[src/rtl/pmstripe_pkg.sv]
package pmstripe_pkg;

    localparam int ADDR_W = 32;
    localparam int DATA_W = 32;
    localparam int LOG_W  = 4;

    typedef enum logic {
        ACC_READ  = 1'b0,
        ACC_WRITE = 1'b1
    } acc_e;

    typedef struct packed {
        logic [ADDR_W-1:0] addr;
        acc_e              acc;
        logic              persist;
        logic [LOG_W-1:0]  log_id;
        logic [DATA_W-1:0] data;
    } req_t;

    // Full-width bank displacement for one log; callers keep the low bits.
    function automatic logic [31:0] stripe_delta(logic [LOG_W-1:0] log_id,
                                                 int unsigned stride,
                                                 int unsigned offset);
        return 32'(log_id) * stride + offset;
    endfunction

endpackage

[src/rtl/pmstripe_bank_map.sv]
module pmstripe_bank_map
    import pmstripe_pkg::*;
#(
    parameter int BANK_LSB = 10,
    parameter int BANK_W   = 3,
    parameter int STRIDE   = 1,
    parameter int OFFSET   = 3
) (
    input  req_t req_i,
    output req_t req_o
);

    generate
        if (BANK_LSB + BANK_W > ADDR_W) begin : g_bad_field
            $error("bank field lies outside the address");
        end
    endgenerate

    logic [31:0]       delta;
    logic [BANK_W-1:0] bank_new;

    always_comb begin
        delta    = stripe_delta(req_i.log_id, STRIDE, OFFSET);
        bank_new = req_i.addr[BANK_LSB +: BANK_W] + delta[BANK_W-1:0];
        req_o    = req_i;
        if (req_i.persist) begin
            req_o.addr[BANK_LSB +: BANK_W] = bank_new;
        end
    end

endmodule

[src/rtl/pmstripe_slice.sv]
module pmstripe_slice
    import pmstripe_pkg::*;
(
    input  logic clk,
    input  logic rst,
    input  logic in_valid,
    output logic in_ready,
    input  req_t in_req,
    output logic out_valid,
    input  logic out_ready,
    output req_t out_req
);

    assign in_ready = !out_valid || out_ready;

    always_ff @(posedge clk) begin
        if (rst) begin
            out_valid <= 1'b0;
        end else if (in_ready) begin
            out_valid <= in_valid;
        end
    end

    always_ff @(posedge clk) begin
        if (in_valid && in_ready) begin
            out_req <= in_req;
        end
    end

    assert_reset_empty_R1: assert property (@(posedge clk) rst |=> !out_valid);

    assert_one_cycle_R7: assert property (@(posedge clk) disable iff (rst)
        in_valid && in_ready |=> out_valid);

    assert_hold_stable_R8: assert property (@(posedge clk) disable iff (rst)
        out_valid && !out_ready |=> out_valid && $stable(out_req));

    assert_block_input_R8: assert property (@(posedge clk) disable iff (rst)
        !in_ready |-> out_valid);

endmodule

[src/rtl/pmstripe_remap.sv]
module pmstripe_remap
    import pmstripe_pkg::*;
#(
    parameter int BANK_LSB = 10,
    parameter int BANK_W   = 3,
    parameter int STRIDE   = 1,
    parameter int OFFSET   = 3
) (
    input  logic              clk,
    input  logic              rst,
    input  logic              in_valid,
    output logic              in_ready,
    input  logic [ADDR_W-1:0] in_addr,
    input  logic              in_write,
    input  logic              in_persist,
    input  logic [LOG_W-1:0]  in_log,
    input  logic [DATA_W-1:0] in_data,
    output logic              out_valid,
    input  logic              out_ready,
    output logic [ADDR_W-1:0] out_addr,
    output logic              out_write,
    output logic              out_persist,
    output logic [LOG_W-1:0]  out_log,
    output logic [DATA_W-1:0] out_data
);

    localparam logic [ADDR_W-1:0] BANK_MASK = ADDR_W'((2 ** BANK_W) - 1) << BANK_LSB;
    localparam logic [BANK_W-1:0] OFF_MOD   = BANK_W'(OFFSET);

    req_t req_in, req_mapped, req_out;

    always_comb begin
        req_in.addr    = in_addr;
        req_in.acc     = in_write ? ACC_WRITE : ACC_READ;
        req_in.persist = in_persist;
        req_in.log_id  = in_log;
        req_in.data    = in_data;
    end

    pmstripe_bank_map #(
        .BANK_LSB (BANK_LSB),
        .BANK_W   (BANK_W),
        .STRIDE   (STRIDE),
        .OFFSET   (OFFSET)
    ) u_map (
        .req_i (req_in),
        .req_o (req_mapped)
    );

    pmstripe_slice u_slice (
        .clk       (clk),
        .rst       (rst),
        .in_valid  (in_valid),
        .in_ready  (in_ready),
        .in_req    (req_mapped),
        .out_valid (out_valid),
        .out_ready (out_ready),
        .out_req   (req_out)
    );

    assign out_addr    = req_out.addr;
    assign out_write   = (req_out.acc == ACC_WRITE);
    assign out_persist = req_out.persist;
    assign out_log     = req_out.log_id;
    assign out_data    = req_out.data;

    assert_keep_rowcol_R3: assert property (@(posedge clk) disable iff (rst)
        in_valid && in_ready |=> (out_addr & ~BANK_MASK) == ($past(in_addr) & ~BANK_MASK));

    assert_plain_pass_R4: assert property (@(posedge clk) disable iff (rst)
        in_valid && in_ready && !in_persist |=> out_addr == $past(in_addr));

    assert_log0_offset_R2: assert property (@(posedge clk) disable iff (rst)
        in_valid && in_ready && in_persist && in_log == '0 |=>
        BANK_W'(out_addr[BANK_LSB +: BANK_W] - $past(in_addr[BANK_LSB +: BANK_W])) == OFF_MOD);

    assert_payload_R6: assert property (@(posedge clk) disable iff (rst)
        in_valid && in_ready |=> out_data == $past(in_data) && out_write == $past(in_write)
        && out_persist == $past(in_persist) && out_log == $past(in_log));

endmodule

[config.mk]
export PLATFORM = sky130hd
export DESIGN_NAME = pmstripe_remap
export DESIGN_NICKNAME = d
export VERILOG_FILES = /design/src/rtl/pmstripe_pkg.sv /design/src/rtl/pmstripe_bank_map.sv /design/src/rtl/pmstripe_slice.sv /design/src/rtl/pmstripe_remap.sv
export SDC_FILE = /design/constraint.sdc
export NUM_CORES = 1
export LEC_CHECK = 0
export BUFFER_PORTS_ARGS = -buffer_cell sky130_fd_sc_hd__buf_4
export CELL_PAD_IN_SITES_DETAIL_PLACEMENT = 0
export CELL_PAD_IN_SITES_GLOBAL_PLACEMENT = 2
export CORE_ASPECT_RATIO = 1.4
export CORE_UTILIZATION = 28
export CTS_BUF_LIST = sky130_fd_sc_hd__clkbuf_2
export CTS_CLUSTER_DIAMETER = 100
export DETAILED_ROUTE_END_ITERATION = 10
export PLACE_DENSITY = 0.84
export SYNTH_ARGS = -nofsm -noshare
export SYNTH_HDL_FRONTEND = slang
export SYNTH_SLANG_ARGS = --single-unit
[constraint.sdc]
create_clock -name clk -period 3.4 [get_ports clk]
set_input_delay 0.51 -clock clk [delete_from_list [all_inputs] [get_ports clk]]
set_output_delay 0.51 -clock clk [all_outputs]
set_load 0.005 [all_outputs]
Yosys cells after proc, flatten, opt, wreduce, memory -nomap -nowiden
Cells that the tools add are included.

Reductions and logical operators: 3. Muxes and demuxes: 2. Add/sub/neg operators: 2.

Operators with widths (count): 3-bit by 2-bit adder with 3-bit output, second input constant (1); 3-bit adder (1); 3-bit two-way mux (1); 1-bit logical AND (1); 1-bit logical NOT (1); 1-bit logical OR (1); 1-bit two-way mux (1).

Logic and storage cells: 13. Output and inout port bits: 72. Flip-flop bits (word level): 71.

Longest topological paths before layout
Gate-level depths: netlist of the first run.

Depth in word-level cells: 3. Mapped depth: 7.

Cells and area by module
From an unflattened synthesis of the first run, not the netlist that was laid out.

Cell total of the unflattened synthesis: 157. Area, all modules: 2773.9 µm².

By module, submodules not included: pmstripe_slice (area an instance 2157.1 µm², cells an instance 75, instances 1); pmstripe_bank_map (area an instance 616.8 µm², cells an instance 82, instances 1).

Worst setup path before layout of the first run
Ideal clock, no wire load.

Kind: input to register. From: input port out_ready. To: register u_slice.out_req[0] in the netlist's numbering, enable pin. Arrival time: 2.317 ns. Path buffers: 0. Required time: 2.964 ns. Stages on the path: 2. Slack: 0.647 ns. Cell sequence: nand2b_1 and2_1.

Longest elaborated chain between the ends: 2.

Ends and longest elaborated chain: start: declaration (RTL line pmstripe_remap.sv:19) `input logic out_ready,`; 1-bit logical OR (RTL line pmstripe_slice.sv:14) `assign in_ready = !out_valid || out_ready;`; 1-bit logical AND (RTL line pmstripe_slice.sv:25) `if (in_valid && in_ready) begin`; end signal: assignment (RTL line pmstripe_slice.sv:26) `out_req <= in_req;`; end: declaration (RTL line pmstripe_slice.sv:11) `output req_t out_req`.

Every way passes these cells. A chain may end at the register's enable or synchronous reset.

Final worst setup path of the first run
From: register u_slice.out_valid. To: output port in_ready.

Longest elaborated chain between the ends: 2.

Ends and longest elaborated chain: start: declaration (RTL line pmstripe_slice.sv:9) `output logic out_valid,`; start signal: assignment (RTL line pmstripe_slice.sv:20) `out_valid <= in_valid;`; 1-bit logical NOT (RTL line pmstripe_slice.sv:14); 1-bit logical OR (RTL line pmstripe_slice.sv:14); end: declaration (RTL line pmstripe_remap.sv:12) `output logic in_ready,`.

Every way passes these cells.

==> metrics.yaml, run 1 <==
grt_first_pass_wirelength_mm: 7.50
start_util_pct: 28.9
worst_hold_path_type: "in2reg"
syn_inst: 91
fp.dieH_um: 108
numCtsBuffers: 9
hold_depth: 2
cts_setup_buffers: 0
final_antenna_net_count: 0
wire_per_inst_um: 14.8
cts.repair.resized: 0
layout_common_cells: "buf_4, edfxtp_1, clkbuf_2"
finalHoldViolations: 0
grt_max_degree: 37
endpoint_kind: "primary output"
maxSlewViolCount: 0
finClkSkew_ns: 0.0107
worst-endpoint-required_ns: 2.89
r2r_cells: 3
antenna_found_initial: 0
crit_path_start_kind: "register"
power.leakage_nw: 1.55
totalPowerFinal_mw: 1.68
setup_violations: 0
dpl.hpwl_mm: 4.08
cts-hold-fix-buffers: 0
criticalPathCategory: "reg2out"
htreeDepth: 3
clockRootBuffer: "clkbuf_2"
drt_iter0_drc: 79
cts_buffer_depth: 2
cap_violations: 0
drive_above_1_share_pct: 64.2
status: "finished clean"
fin_crit_ns: 1.63
rsz0062_at_grt: "no"
num_antenna_cells: 0
yosys_warnings: 0
yosysSeqAreaShare_pct: 94.1
cts_sinks: 71
grt_overflow: 0
core_um2: 7800
routabilityCongestion: 0.769
power_density_nw_per_um2: 467
max-slew-margin-rel_pct: 69.2
ir_drop_v: 0.000216
reg2reg_to: "u_slice.out_req[0]$_DFFE_PP_"
critPathArrivalTime_ns: 1.12
grt_usage_pct: 13.1
tightestPinTransition_ns: 0.461
yosys_register_bits: 71
io_buffers: 145
dieWidth_um: 77.9
clk_pin_slew_ns: 0.18
timing.setup.tns_ns: 0
drt-total-wl_mm: 5.24
mostFrequentLayoutCell: "buf_4"
io_pins: 146
die-area_um2: 8420
min_from: "rst"
dr_total_vias: 1402
clkLatencyLatePin_ns: 0.52
vias_per_cell: 3.96
reg2reg_slack_ns: 2.04
critical_path_peak_fanout: 3
netlist_area_um2: 2260
cts_tree: "built"
drc: 0
drt-pass1-iter-count: 4
fin_crit_sh_pct: 47.9
min_to: "u_slice.out_valid$_SDFFE_PP0P_"
grt_pass1_vias: 1422
syn_to_final_growth_pct: 59.1
fin_nets: 326
synthesis.nets: 168
rows: 38
max_freq_mhz: 614
synthDistinctLibCells: 12
rr_startpoint: "u_slice.out_valid$_SDFFE_PP0P_"
syn_avg_cell_area_um2: 24.8
[through the flow]
step                std cells  hold slack, ns  setup slack, ns  util (%)  instance area [µm²]
global route              354          0.0433             1.67      46.0                 3590
global placement          338           0.514             1.66      44.7                 3490
CTS                       354          0.0591             1.71      46.0                 3590
floorplan                  91           0.522            0.647         -                 2260
detailed placement        338           0.523             1.64      44.7                 3490
finish                    354           0.116             1.77      46.0                 3590
[synth_stat cells, drive strengths merged]
| library cell | instances | area, µm² |
|---|---|---|
| dfxtp | 1 | 20.0 |
| edfxtp | 70 | 2100 |
| nor2 | 1 | 3.75 |
| xnor3 | 1 | 22.5 |
| a21oi | 2 | 10.0 |
| nand2b | 1 | 6.26 |
| and2 | 1 | 6.26 |
| o21ai | 1 | 5.00 |
| ha | 3 | 37.5 |
| xnor2 | 1 | 8.76 |
| nand2 | 2 | 7.51 |
| inv | 7 | 26.3 |
[area by class of cell]
type                    instances  area, µm²
well taps                     100        125
multi-input cells              13        109
flip-flops and latches         71       2120
clock buffers                  11       55.1
inverters                       7       26.3
clock inverters                 5       48.8
fillers                       733       4210
repair buffers                147       1100
[registers in the layout, summed over array words and instances (netlist names)]
| signal | flops |
|---|---|
| u_slice.out_req | 70 |
| u_slice.out_valid | 1 |
[report_power, final]
part           internal (mW)  switching (mW)  leakage (nW)
registers               1.02          0.0133         0.686
clock network          0.170           0.280        0.0731
logic                  0.120          0.0682         0.794
[per-layer routing]
metal | up-vias | part of all wire [%] | GRT usage [%]
met1 | 662 | 29 | 11.0
met5 | - | 0 | 0
met2 | 65 | 59 | 23.5
met3 | 10 | 8.6 | 7.00
met4 | 0 | 3.0 | 8.36
li1 | 665 | - | -
[kinds of logic after synthesis]
kind of cell | after synthesis | share of synthesized area (%)
AO/OA/AOI/OAI | 3 | 0.665
XOR/XNOR | 2 | 1.39
AND/OR/NAND/NOR | 5 | 1.05
buffers and inverters | 7 | 1.16
flip-flops | 71 | 94.1
adder cells (fa/ha/maj) | 3 | 1.66
[critical path, stage by stage, from the launching register on]
cell      delay [ns]
dfxtp_1         0.37
nand2b_1        0.08
buf_4           0.14
[how the worst max path moves through the flow]
stage / startpoint / to
2_1_floorplan: out_ready / u_slice.out_req[0]$_DFFE_PP_
3_3_place_gp: in_addr[11] / u_slice.out_req[50]$_DFFE_PP_
3_5_place_dp: in_addr[11] / u_slice.out_req[50]$_DFFE_PP_
4_1_cts: u_slice.out_valid$_SDFFE_PP0P_ / in_ready
5_1_grt: u_slice.out_valid$_SDFFE_PP0P_ / in_ready
6_report: u_slice.out_valid$_SDFFE_PP0P_ / in_ready
Power figures use the tool's default switching activity.
==> run 2: changes to the inputs <==
==> constraint.sdc (replaced) <==
create_clock -name clk -period 1.5 [get_ports clk]
set_input_delay 0.225 -clock clk [delete_from_list [all_inputs] [get_ports clk]]
set_output_delay 0.225 -clock clk [all_outputs]
set_load 0.005 [all_outputs]
==> run 2 against run 1 <==
  * Global-route usage rose by 2.2 points
  * Clock skew rose by 0.010 ns
  * Sequential share of layout area fell by 10 points
  * Sequential power rose by 130%
  * Cell count rose by 20%
  * Worst hold slack got worse by 0.011 ns
  * Setup slack got worse by 1.7 ns
  * Die area did not move
  * Wire length rose by 17%
  * Count of clock-buffer cells in the layout did not move
  * Combinational power rose to 3.2 times the previous value
==> metrics.yaml, run 2 (same netlist as run 1, synthesis figures left out) <==
wire_per_inst_um: 14.4
nFillCells: 641
finClkSkew_ns: 0.0207
vias_per_cell: 4.08
cts_sinks: 71
reg2reg_slack_ns: 0.21
reg_top3: "u_slice.out_req x70, u_slice.out_valid x1"
critical_path_peak_fanout: 2
worst_hold_path_type: "in2reg"
dieWidth_um: 77.9
numCtsBuffers: 9
finalHoldViolations: 0
timing.setup.tns_ns: 0
tightestPinTransition_ns: 0.260
io_pins: 146
power_density_nw_per_um2: 915
dpl.hpwl_mm: 4.08
core_um2: 7800
final_antenna_net_count: 0
critPathArrivalTime_ns: 1.77
grt_usage_pct: 15.2
final_cells: 425
fin_area_um2: 4340
grt_overflow: 0
fin_crit_sh_pct: 98.3
fp.dieH_um: 108
die-area_um2: 8420
fin_nets: 397
rsz0062_at_grt: "no"
status: "finished clean"
largest_register: "u_slice.out_req"
worst-endpoint-required_ns: 1.79
grt_pass1_vias: 1895
fin_crit_ns: 1.47
maxSlewViolCount: 0
num_antenna_cells: 0
grt_first_pass_wirelength_mm: 9.04
ir_drop_v: 0.000532
htreeDepth: 3
layout_common_cells: "buf_4, dlygate4sd3_1, edfxtp_1"
max_freq_mhz: 678
cts_tree: "built"
syn_to_final_growth_pct: 92.3
dp_cells: 338
drc: 0
clk_pin_slew_ns: 0.18
routabilityCongestion: 0.743
max-slew-margin-rel_pct: 82.7
mostFrequentLayoutCell: "buf_4"
cap_violations: 0
largest_reg_flops: 70
seq_area_um2: 2120
drive_above_1_share_pct: 50.5
crit_path_start_kind: "input port"
dr_total_vias: 1732
criticalPathCategory: "in2reg"
multi_input_area_um2: 123
drt_iter0_drc: 71
cts_buffer_depth: 2
power.leakage_nw: 1.86
endpoint_kind: "register"
start_util_pct: 28.9
drt-total-wl_mm: 6.13
antenna_found_initial: 0
rows: 38
grt_max_degree: 34
placed_cell_area_um2: 3510
drt-pass1-iter-count: 4
setup_violations: 0
clkLatencyLatePin_ns: 0.51
io_buffers: 145
clockRootBuffer: "clkbuf_2"
[run 2: cell types whose count changed in the layout (fill, tap and decap cells not counted), sizes merged]
cell / before / now
dlygate4sd3: 0 / 71
[run 2: what timing repair did]
item                       CTS  global route
buffers inserted             0             0
gates resized for setup      0             1
setup endpoints to repair    0             1
hold endpoints to repair    71             0
hold buffers                71             0
[run 2: through the flow]
step	power [mW]	hold slack, ns	setup slack (ns)	utilization, %
global placement	2.83	0.383	0.0438	45.0
floorplan	2.48	0.294	0.101	-
detailed placement	2.85	0.385	0.0304	45.0
finish	3.97	0.105	0.0259	55.6
global route	4.16	0.0842	0.00215	55.6
CTS	4.01	0.00319	0.111	55.5
[run 2: where the power goes]
part	leakage, nW	switching [mW]	internal (mW)
logic	1.10	0.197	0.404
registers	0.686	0.0328	2.32
clock network	0.0731	0.632	0.386
total	1.86	0.861	3.11
[run 2: worst paths after layout]
| kind | start | endpoint | cells after the start |
|---|---|---|---|
| max reg2reg | u_slice.out_valid$_SDFFE_PP0P_ | u_slice.out_req[4]$_DFFE_PP_ | 3 |
| min | in_addr[11] | u_slice.out_req[49]$_DFFE_PP_ | 3 |
| min reg2reg | u_slice.out_valid$_SDFFE_PP0P_ | u_slice.out_req[57]$_DFFE_PP_ | 2 |
| max | in_log[1] | u_slice.out_req[50]$_DFFE_PP_ | 9 |
[run 2: cell type report]
class,count,area share [%]
sequential,71,48.9
timing repair buffer,218,42.4
tap,100,2.88
multi-input combinational,13,2.83
clock buffer,11,1.27
clock inverter,5,1.12
inverter,7,0.606
[run 2: layer usage]
metal | share of wire [%] | GRT usage [%] | vias up | wire, µm
met4 | 3.5 | 9.57 | 0 | 216
met1 | 32 | 13.7 | 834 | 1940
met2 | 60 | 29.1 | 71 | 3660
met3 | 5.0 | 4.73 | 18 | 307
met5 | 0 | 0 | - | 0
li1 | - | - | 809 | -
[run 2: critical path, cell delays in order]
cell and delay, ns:
dlygate4sd3_1 0.53, buf_4 0.11, inv_1 0.06, ha_4 0.26
inv_1 0.03, ha_1 0.19, xnor3_1 0.19, nand2_1 0.06
xnor2_1 0.12
